[src/rtl/uart_mv_pkg.sv]
package uart_mv_pkg;
  typedef enum logic [2:0] {
    ST_OFF,
    ST_IDLE,
    ST_START,
    ST_DATA,
    ST_STOP
  } rx_state_e;

  typedef struct packed {
    logic       b8;
    logic [7:0] data;
  } rx_word_t;
endpackage

[src/rtl/uart_mv_sync.sv]
module uart_mv_sync #(
  parameter int   STAGES    = 2,
  parameter logic RESET_VAL = 1'b1
) (
  input  logic clk_i,
  input  logic rst_ni,
  input  logic d_i,
  output logic q_o
);
  logic [STAGES-1:0] chain_q;

  always_ff @(posedge clk_i or negedge rst_ni) begin
    if (!rst_ni) chain_q <= {STAGES{RESET_VAL}};
    else         chain_q <= {chain_q[STAGES-2:0], d_i};
  end

  assign q_o = chain_q[STAGES-1];
endmodule

[src/rtl/uart_mv_sampler.sv]
module uart_mv_sampler #(
  parameter int HI_TOTAL = 16,
  parameter int HI_S1    = 7,
  parameter int HI_S2    = 8,
  parameter int HI_S3    = 9,
  parameter int LO_TOTAL = 64,
  parameter int LO_S1    = 28,
  parameter int LO_S2    = 32,
  parameter int LO_S3    = 36
) (
  input  logic clk_i,
  input  logic rst_ni,
  input  logic restart_i,
  input  logic run_i,
  input  logic tick_i,
  input  logic hi_i,
  input  logic rxd_i,
  output logic bit_done_o,
  output logic bit_val_o
);
  localparam int MAXT = (HI_TOTAL > LO_TOTAL) ? HI_TOTAL : LO_TOTAL;
  localparam int CW   = $clog2(MAXT);
  localparam logic [CW-1:0] HI_LAST = CW'(HI_TOTAL - 1);
  localparam logic [CW-1:0] LO_LAST = CW'(LO_TOTAL - 1);
  localparam logic [CW-1:0] HI_P1 = CW'(HI_S1);
  localparam logic [CW-1:0] HI_P2 = CW'(HI_S2);
  localparam logic [CW-1:0] HI_P3 = CW'(HI_S3);
  localparam logic [CW-1:0] LO_P1 = CW'(LO_S1);
  localparam logic [CW-1:0] LO_P2 = CW'(LO_S2);
  localparam logic [CW-1:0] LO_P3 = CW'(LO_S3);

  logic [CW-1:0] cnt_q, last, p1, p2, p3;
  logic          s1_q, s2_q;

  always_comb begin
    last = hi_i ? HI_LAST : LO_LAST;
    p1   = hi_i ? HI_P1   : LO_P1;
    p2   = hi_i ? HI_P2   : LO_P2;
    p3   = hi_i ? HI_P3   : LO_P3;
  end

  always_ff @(posedge clk_i or negedge rst_ni) begin
    if (!rst_ni) begin
      cnt_q <= '0;
      s1_q  <= 1'b0;
      s2_q  <= 1'b0;
    end else if (restart_i) begin
      cnt_q <= '0;
      s1_q  <= 1'b0;
      s2_q  <= 1'b0;
    end else if (run_i && tick_i) begin
      if (cnt_q == p1) s1_q <= rxd_i;
      if (cnt_q == p2) s2_q <= rxd_i;
      cnt_q <= (cnt_q >= last) ? '0 : cnt_q + 1'b1;
    end
  end

  // third sample decides together with the two stored ones
  assign bit_done_o = run_i && tick_i && (cnt_q == p3);
  assign bit_val_o  = (s1_q & s2_q) | (s1_q & rxd_i) | (s2_q & rxd_i);
endmodule

[src/rtl/uart_mv_fifo.sv]
module uart_mv_fifo #(
  parameter int WIDTH = 9,
  parameter int DEPTH = 2
) (
  input  logic             clk_i,
  input  logic             rst_ni,
  input  logic             push_i,
  input  logic [WIDTH-1:0] wdata_i,
  input  logic             pop_i,
  output logic [WIDTH-1:0] rdata_o,
  output logic             full_o,
  output logic             empty_o
);
  localparam int AW = (DEPTH > 1) ? $clog2(DEPTH) : 1;
  localparam int NW = $clog2(DEPTH + 1);
  localparam logic [AW-1:0] LAST = AW'(DEPTH - 1);
  localparam logic [NW-1:0] FULL = NW'(DEPTH);

  logic [WIDTH-1:0] mem_q [DEPTH];
  logic [AW-1:0]    wp_q, rp_q;
  logic [NW-1:0]    cnt_q;
  logic             wr, rd;

  assign full_o  = (cnt_q == FULL);
  assign empty_o = (cnt_q == '0);
  assign rd      = pop_i && !empty_o;
  assign wr      = push_i && (!full_o || rd);
  assign rdata_o = mem_q[rp_q];

  always_ff @(posedge clk_i or negedge rst_ni) begin
    if (!rst_ni) begin
      wp_q  <= '0;
      rp_q  <= '0;
      cnt_q <= '0;
    end else begin
      if (wr) wp_q <= (wp_q == LAST) ? '0 : wp_q + 1'b1;
      if (rd) rp_q <= (rp_q == LAST) ? '0 : rp_q + 1'b1;
      case ({wr, rd})
        2'b10:   cnt_q <= cnt_q + 1'b1;
        2'b01:   cnt_q <= cnt_q - 1'b1;
        default: cnt_q <= cnt_q;
      endcase
    end
  end

  generate
    for (genvar i = 0; i < DEPTH; i++) begin : g_slot
      always_ff @(posedge clk_i or negedge rst_ni) begin
        if (!rst_ni)                          mem_q[i] <= '0;
        else if (wr && wp_q == AW'(i))        mem_q[i] <= wdata_i;
      end
    end
  endgenerate

  AST_NO_OVERFLOW: assert property (@(posedge clk_i) disable iff (!rst_ni)
    cnt_q <= FULL);
  AST_FULL_HOLDS: assert property (@(posedge clk_i) disable iff (!rst_ni)
    (full_o && !pop_i) |=> full_o);
endmodule

[src/rtl/uart_mv_rx.sv]
module uart_mv_rx
  import uart_mv_pkg::*;
#(
  parameter int HI_TOTAL   = 16,
  parameter int HI_S1      = 7,
  parameter int HI_S2      = 8,
  parameter int HI_S3      = 9,
  parameter int LO_TOTAL   = 64,
  parameter int LO_S1      = 28,
  parameter int LO_S2      = 32,
  parameter int LO_S3      = 36,
  parameter int FIFO_DEPTH = 2,
  parameter int SYNC_STAGES = 2
) (
  input  logic       clk_i,
  input  logic       rst_ni,
  input  logic       rx_i,
  input  logic       baud_tick_i,
  input  logic       rx_en_i,
  input  logic       cont_en_i,
  input  logic       nine_bit_i,
  input  logic       hi_speed_i,
  input  logic       rd_i,
  output logic [7:0] rd_data_o,
  output logic       rd_bit9_o,
  output logic       valid_o,
  output logic       overrun_o
);
  localparam int WW = $bits(rx_word_t);
  localparam int BW = $clog2(WW + 1);

  rx_state_e     state_q;
  logic          rxs, rx_prev_q, fall;
  logic          en_q, en_rise;
  logic [8:0]    rsr_q;
  logic [BW-1:0] left_q;
  logic          bit_done, bit_val;
  logic          push, full, empty;
  logic          ovr_q;
  rx_word_t      wword, rword;

  uart_mv_sync #(.STAGES(SYNC_STAGES), .RESET_VAL(1'b1)) u_sync (
    .clk_i (clk_i),
    .rst_ni(rst_ni),
    .d_i   (rx_i),
    .q_o   (rxs)
  );

  uart_mv_sampler #(
    .HI_TOTAL(HI_TOTAL), .HI_S1(HI_S1), .HI_S2(HI_S2), .HI_S3(HI_S3),
    .LO_TOTAL(LO_TOTAL), .LO_S1(LO_S1), .LO_S2(LO_S2), .LO_S3(LO_S3)
  ) u_samp (
    .clk_i     (clk_i),
    .rst_ni    (rst_ni),
    .restart_i (state_q == ST_IDLE),
    .run_i     (state_q == ST_START || state_q == ST_DATA || state_q == ST_STOP),
    .tick_i    (baud_tick_i),
    .hi_i      (hi_speed_i),
    .rxd_i     (rxs),
    .bit_done_o(bit_done),
    .bit_val_o (bit_val)
  );

  assign fall    = rx_prev_q && !rxs;
  assign en_rise = rx_en_i && !en_q;

  always_ff @(posedge clk_i or negedge rst_ni) begin
    if (!rst_ni) begin
      rx_prev_q <= 1'b1;
      en_q      <= 1'b0;
    end else begin
      rx_prev_q <= rxs;
      en_q      <= rx_en_i;
    end
  end

  always_ff @(posedge clk_i or negedge rst_ni) begin
    if (!rst_ni) begin
      state_q <= ST_OFF;
      rsr_q   <= '0;
      left_q  <= '0;
    end else if (!rx_en_i) begin
      state_q <= ST_OFF;
    end else begin
      unique case (state_q)
        ST_OFF:  if (en_rise) state_q <= ST_IDLE;
        ST_IDLE: if (fall) state_q <= ST_START;
        ST_START: if (bit_done) begin
          if (bit_val) state_q <= ST_IDLE;  // noise, not a start bit
          else begin
            state_q <= ST_DATA;
            left_q  <= nine_bit_i ? BW'(9) : BW'(8);
          end
        end
        ST_DATA: if (bit_done) begin
          rsr_q  <= {bit_val, rsr_q[8:1]};
          left_q <= left_q - 1'b1;
          if (left_q == BW'(1)) state_q <= ST_STOP;
        end
        ST_STOP: if (bit_done) state_q <= cont_en_i ? ST_IDLE : ST_OFF;
        default: state_q <= ST_OFF;
      endcase
    end
  end

  assign push = (state_q == ST_STOP) && bit_done && bit_val && rx_en_i;

  // 8-bit words sit one place high in the shifter
  always_comb begin
    if (nine_bit_i) wword = rx_word_t'(rsr_q);
    else            wword = rx_word_t'({1'b0, rsr_q[8:1]});
  end

  uart_mv_fifo #(.WIDTH(WW), .DEPTH(FIFO_DEPTH)) u_fifo (
    .clk_i  (clk_i),
    .rst_ni (rst_ni),
    .push_i (push),
    .wdata_i(wword),
    .pop_i  (rd_i),
    .rdata_o(rword),
    .full_o (full),
    .empty_o(empty)
  );

  always_ff @(posedge clk_i or negedge rst_ni) begin
    if (!rst_ni)                     ovr_q <= 1'b0;
    else if (!rx_en_i)               ovr_q <= 1'b0;
    else if (push && full && !rd_i)  ovr_q <= 1'b1;
  end

  assign rd_data_o = rword.data;
  assign rd_bit9_o = rword.b8;
  assign valid_o   = !empty;
  assign overrun_o = ovr_q;

  AST_OVR_CLEAR: assert property (@(posedge clk_i) disable iff (!rst_ni)
    !rx_en_i |=> !overrun_o);
  AST_VALID_FROM_STOP: assert property (@(posedge clk_i) disable iff (!rst_ni)
    $rose(valid_o) |-> $past(state_q) == ST_STOP);
  AST_OFF_EXIT: assert property (@(posedge clk_i) disable iff (!rst_ni)
    (state_q == ST_OFF) |=> (state_q == ST_OFF || state_q == ST_IDLE));
  AST_DATA_AFTER_START: assert property (@(posedge clk_i) disable iff (!rst_ni)
    (state_q == ST_DATA && $past(state_q) != ST_DATA) |-> $past(state_q) == ST_START);
  AST_DISABLED_IDLE: assert property (@(posedge clk_i) disable iff (!rst_ni)
    !rx_en_i |=> state_q == ST_OFF);
endmodule

[config.mk]
export PLATFORM = sky130hd
export DESIGN_NAME = uart_mv_rx
export DESIGN_NICKNAME = d
export VERILOG_FILES = /design/src/rtl/uart_mv_pkg.sv /design/src/rtl/uart_mv_sync.sv /design/src/rtl/uart_mv_sampler.sv /design/src/rtl/uart_mv_fifo.sv /design/src/rtl/uart_mv_rx.sv
export SDC_FILE = /design/constraint.sdc
export NUM_CORES = 1
export LEC_CHECK = 0
export BUFFER_PORTS_ARGS = -buffer_cell sky130_fd_sc_hd__buf_4
export CAP_MARGIN = 0
export CORE_ASPECT_RATIO = 1.1
export CORE_MARGIN = 1
export CORE_UTILIZATION = 59
export DETAILED_ROUTE_END_ITERATION = 8
export HOLD_SLACK_MARGIN = 0.08
export PLACE_DENSITY = 0.85
export SETUP_SLACK_MARGIN = 0.4
export SLEW_MARGIN = 15
export SYNTH_ARGS = -nofsm -noshare
export SYNTH_HDL_FRONTEND = slang
export SYNTH_SLANG_ARGS = --single-unit
[constraint.sdc]
create_clock -name clk_i -period 3.4 [get_ports clk_i]
set_input_delay 0.34 -clock clk_i [delete_from_list [all_inputs] [get_ports clk_i]]
set_output_delay 0.34 -clock clk_i [all_outputs]
set_load 0.03 [all_outputs]
* After elaboration in Yosys (flattened, before gate mapping)
Cells that the tools add are included. W data, S select, Z words.
Word-level totals: input port bits 9, logic and storage cells 121, register bits after elaboration 51
Operators by class: order comparisons 2, equality and inequality tests 21, reduce and logical (&&, ||, !) cells 33, $add $sub $neg 6, multiplexer cells 37, bitwise gates (word level) 7
Operator list (number):
- $mux W6 | 6
- $mux W9 | 4
- $mux W3 | 7
- $eq A6 B6 Y1 | 3
- $ne A3 B3 Y1 const B | 5
- $pmux W3 S5 | 1
- $logic_and A1 B1 Y1 | 13
- $mux W1 | 12
- $mux W4 | 3
- $reduce_bool A2 Y1 | 5
- $pmux W4 S2 | 1
- $add A6 B1 Y6 const B | 1
- $eq A3 B2 Y1 const B | 2
- $ge A6 B6 Y1 | 1
- $ne A2 B2 Y1 const B | 3
- $reduce_and A6 Y1 | 1
- $logic_not A1 Y1 | 5
- $mux W5 | 1
- $reduce_and A5 Y1 | 1
- $eq A2 B2 Y1 const B | 2
- $eq A4 B1 Y1 const B | 1
- $pmux W2 S2 | 1
- $reduce_and A2 Y1 | 2
- $sub A4 B1 Y4 const B | 1
- 18 further kinds | 24

* Logic depth before layout (Yosys ltp)
word-level depth 12, gate-level depth with buffers 8, gate-level depth less buffers 6

* Cells and area by module
A second synthesis with hierarchy kept.
Second synthesis, totals: cells, all modules 220, area total of the unflattened synthesis 2733.9 um^2
Modules (own cells, without submodules):
- uart_mv_rx | sequential area each 476.7 um^2, times used 1, area each 1104.8 um^2, cells each 92
- uart_mv_fifo | sequential area each 550.5 um^2, times used 1, area each 989.7 um^2, cells each 66
- uart_mv_sampler | sequential area each 200.2 um^2, times used 1, area each 586.8 um^2, cells each 60
- uart_mv_sync | sequential area each 52.6 um^2, times used 1, area each 52.6 um^2, cells each 2

* Worst setup path before layout
OpenSTA, ideal clock, no wires.
kind reg2reg, start register u_samp.cnt_q[5], end register u_fifo.mem_q[0] in the netlist's numbering, arrival time 2312 ps, clock period less this slack 2437 ps, library setup time 125 ps, path slack 963 ps, required time 3275 ps, stages on the path, launching flop included 9, cell sequence dfrtp_1 -> ha_1 -> nor3b_1 -> o21ai_0 -> or4_1 -> buf_2 -> nor3b_1 -> buf_4 -> mux2_2
Between the ends: longest elaborated chain between the ends 7
RTL lines:
- from (decl) | RTL line uart_mv_sampler.sv:32 | logic [CW-1:0] cnt_q, last, p1, p2, p3;
- from (signal assigned) | RTL line uart_mv_sampler.sv:54 | cnt_q <= (cnt_q >= last) ? '0 : cnt_q + 1'b1;
- $eq A6 B6 Y1 | RTL line uart_mv_sampler.sv:59 | assign bit_done_o = run_i && tick_i && (cnt_q == p3);
- $logic_and A1 B1 Y1 | RTL line uart_mv_sampler.sv:59
- $logic_and A1 B1 Y1 (3 in a row) | RTL line uart_mv_rx.sv:106 | assign push = (state_q == ST_STOP) && bit_done && bit_val && rx_en_i;
- $logic_and A1 B1 Y1 | RTL line uart_mv_fifo.sv:27 | assign wr = push_i && (!full_o || rd);
- $logic_and A1 B1 Y1 | RTL line uart_mv_fifo.sv:50 | else if (wr && wp_q == AW'(i)) mem_q[i] <= wdata_i;
- to (signal, indexed assignment) | RTL line uart_mv_fifo.sv:50
- to (decl) | RTL line uart_mv_fifo.sv:19 | logic [WIDTH-1:0] mem_q [DEPTH];
Every way passes these cells. A chain may end at the register's enable or synchronous reset.

* Worst setup path in the final report
start register u_samp.cnt_q[5], end register u_fifo.mem_q[17] in the netlist's numbering
The elaborated chain is that of the path after synthesis.

==> results.toml <==
[sta]
rsz0062_at_grt = "no"
period_needed_ps = 2730
worst_clock_skew_on_the_final_layout_ps = 4.49
hold-worst-slack_ps = 140
finalMaxSlewViolations = 0
timing_hold_violations_final = 0
timing.setup.tns_ps = 0
max_clock_freq_mhz = 366
post-route-period-util_pct = 80.4
setup_viol = 0
max-slew-margin-rel_pct = 41.3
worst_slew_pin_slew_ps = 870

[clock_tree]
cts_tree = "yes"
clk_latency_ps = 300
path_clk_slew_ps = 90
post_cts.repair.setup_buffers = 0
clock_tree.buffer_depth = 2
cts_made_buffers = 5
numClockSinks = 51
cts-root-buf = "clkbuf_8"
ctsHtreeMaxLevel = 2

[place]
dp_hpwl_mm = 3.20
gp_congestion = 0.895
dpl-instance-area_um2 = 2810
port-buffer-count = 19

[grt]
grt_use_total_pct = 22.9
wire_length_of_the_first_global_routing_pass_mm = 8.19
grt_antenna_before_repair = 0
grt_max_degree = 52
grt_overflow_total = 0
grt_pass1_vias = 1809

[setup_path]
arrival_ps = 2920
crit_required_ps = 3590
worst_path_cell_chain = "ha_1 > nor3b_1 > o21ai_0 > or4_4 > nor3_4 > mux2_2"
worst-path-buf-inv = 0
setup.reg_to_reg.worst_slack_ps = 670
cpLargestDelayFamily = "simple AND/OR/NAND/NOR gates"
cp_slowest_cell = "or4_4"
cpPeakStageDelay_ps = 600
cp-end-kind = "register"
cp_max_fanout = 10
timing.critical_path.from_type = "register"
worstSetupPathType = "register to register"

[synth]
synth.ff_latch_count = 51
synth_area_leaders = "dfrtp_1 46%, mux2_2 19%, dfstp_2 3.0%"
yosys_warn_count = 0
asyncSetResetFlopFracSynth_pct = 100
synth.net_count = 243
synth_largest_type_area_fraction_pct = 45.8
synth-edff-count = 0
yosys_most_used_dff = "dfrtp_1"
synth-seq-area-share_pct = 48.8
synth_cells = 228
synth_area_leader_cell = "dfrtp_1"
post_synth_num_cell_types = 48
syn-mean-instance-area_um2 = 11.5
syn-cell-area_um2 = 2630

[power]
power_per_unit_of_standard_cell_area_nw_per_um2 = 402
leakage_power_figure_nw = 1.39
power_w = 0.00117
vdd_ir_drop_max_mv = 0.297

[route]
via_cell_ratio = 5.82
wl_per_cell_um = 15.2
drt_first_iter_violations = 95
route.vias.total = 1769
first_drt_pass_iteration_count = 4
total_wirelength_mm = 4.63
ant_nets = 0
detail_route.drc_violations = 0

[floorplan]
floorplan_die_width_um = 65.6
floorplan.core_area_um2 = 4290
pin_count = 20
die_area_um2 = 4720
floorplan.initialDensity_pct = 61.3
dieHeight_um = 72.0
core_rows = 25

[layout]
num-nets-final = 264
layout-area-overhead-vs-synth_pct = 10.7
n_fill_cell = 314
final_util_pct = 67.8
antenna-diode-count = 0
layout_cell_share_with_drive_strength_beyond_1_pct = 32.8
seq_area_um2 = 1280
post-route-cell-area_um2 = 2910
multi_input_area_um2 = 1280

[outcome]
outcome = "completed"

[run]
cap_violations = 0

[hold_path]
min-delay-path-class = "input port to register"
## worst register-to-register path, stage by stage (launching register included)
cell,delay [ps]
dfrtp_1,440
ha_1,340
nor3b_1,200
o21ai_0,220
or4_4,600
nor3_4,430
mux2_2,400
## placed cells by master, fill, tap and decap left out, types with 6 or more instances in the layout
master   netlist  final
ha_1           6      6
inv_1          9      9
nand3_1        7      7
a21oi_1        8      8
dfrtp_1       48     48
nand2_1       15     15
nor2_1        11     11
buf_4          1     21
mux2_2        44     44
o21ai_0       13     13
## layout make-up
type / count / area share [%]
tap: 54 / 2.32
clock buffer: 8 / 2.76
inverter: 9 / 1.16
timing repair buffer: 22 / 5.77
multi-input combinational: 160 / 44.0
sequential: 51 / 44.0
## cell usage after synthesis (all sizes together) (2+ instances only)
library cell,number
nand2,15
nor4,2
inv,9
o31ai,2
mux2,44
dfstp,3
a21boi,2
nand3,7
o21ai,13
or3,2
and3b,2
xor2,3
clkbuf,4
mux2i,5
nor3,6
nor3b,6
a21oi,8
ha,6
nand2b,3
nor2,11
buf,4
xnor2,3
dfrtp,48
## layer usage
metal	GRT usage, %	wire, um	up-vias
met5	0	0	-
met1	28.1	2150	886
met3	4.87	116	4
met4	7.97	58	0
li1	-	-	861
met2	39.7	2310	18
## where the power goes
group / switching, W / leakage [nW] / internal, W
clock network: 0.000190 / 0.0395 / 0.000147
registers: 0.0000391 / 0.693 / 0.000626
logic: 0.000103 / 0.662 / 0.0000647
total: 0.000333 / 1.39 / 0.000837
## cells by family (layout without fill, tap and decap cells)
kind of cell    after synthesis  count (layout)  share of synthesized area [%]
xor+xnor                      6               6                           2.00
buf+inv                      17              39                           2.72
flops                        51              51                           48.8
simple gates                 65              65                           14.5
compound gates               33              33                           8.01
fa+ha+maj                     7               7                           3.24
mux                          49              49                           20.8
## final timing paths
kind                                    from                 to  cells after the start
max reg2reg                  u_samp.cnt_q[5]   u_fifo.mem_q[17]                      6
max                          u_samp.cnt_q[5]   u_fifo.mem_q[17]                      6
min reg2reg                u_sync.chain_q[0]  u_sync.chain_q[1]                      0
max in group asynchronous             rst_ni        u_fifo.rp_q                      2
min                                     rx_i  u_sync.chain_q[0]                      1
min in group asynchronous             rst_ni    u_samp.cnt_q[3]                      2
## per-stage QoR
step / setup slack (ps) / std cells
floorplan: 963 / 228
global placement: 621 / 295
detailed placement: 505 / 295
CTS: 523 / 304
global route: 518 / 304
finish: 667 / 304
## state kept, by name, summed over array words and instances, names as in the netlist
| signal | count |
|---|---|
| u_samp.cnt_q | 6 |
| u_samp.s2_q | 1 |
| u_sync.chain_q | 2 |
| u_samp.s1_q | 1 |
| u_fifo.rp_q | 1 |
| u_fifo.wp_q | 1 |
| u_fifo.cnt_q | 2 |
| overrun_o | 1 |
| left_q | 4 |
| state_q | 3 |
| rx_prev_q | 1 |
| en_q | 1 |
| u_fifo.mem_q | 18 |
| rsr_q | 9 |
## what timing repair did
item | 4_1_cts | 5_1_grt
setup endpoints to repair | 0 | 7
hold endpoints to repair | 12 | 0
gates resized for setup | 0 | 1
hold buffers | 1 | 0
Note: power is estimated with default switching activity, not from simulation.
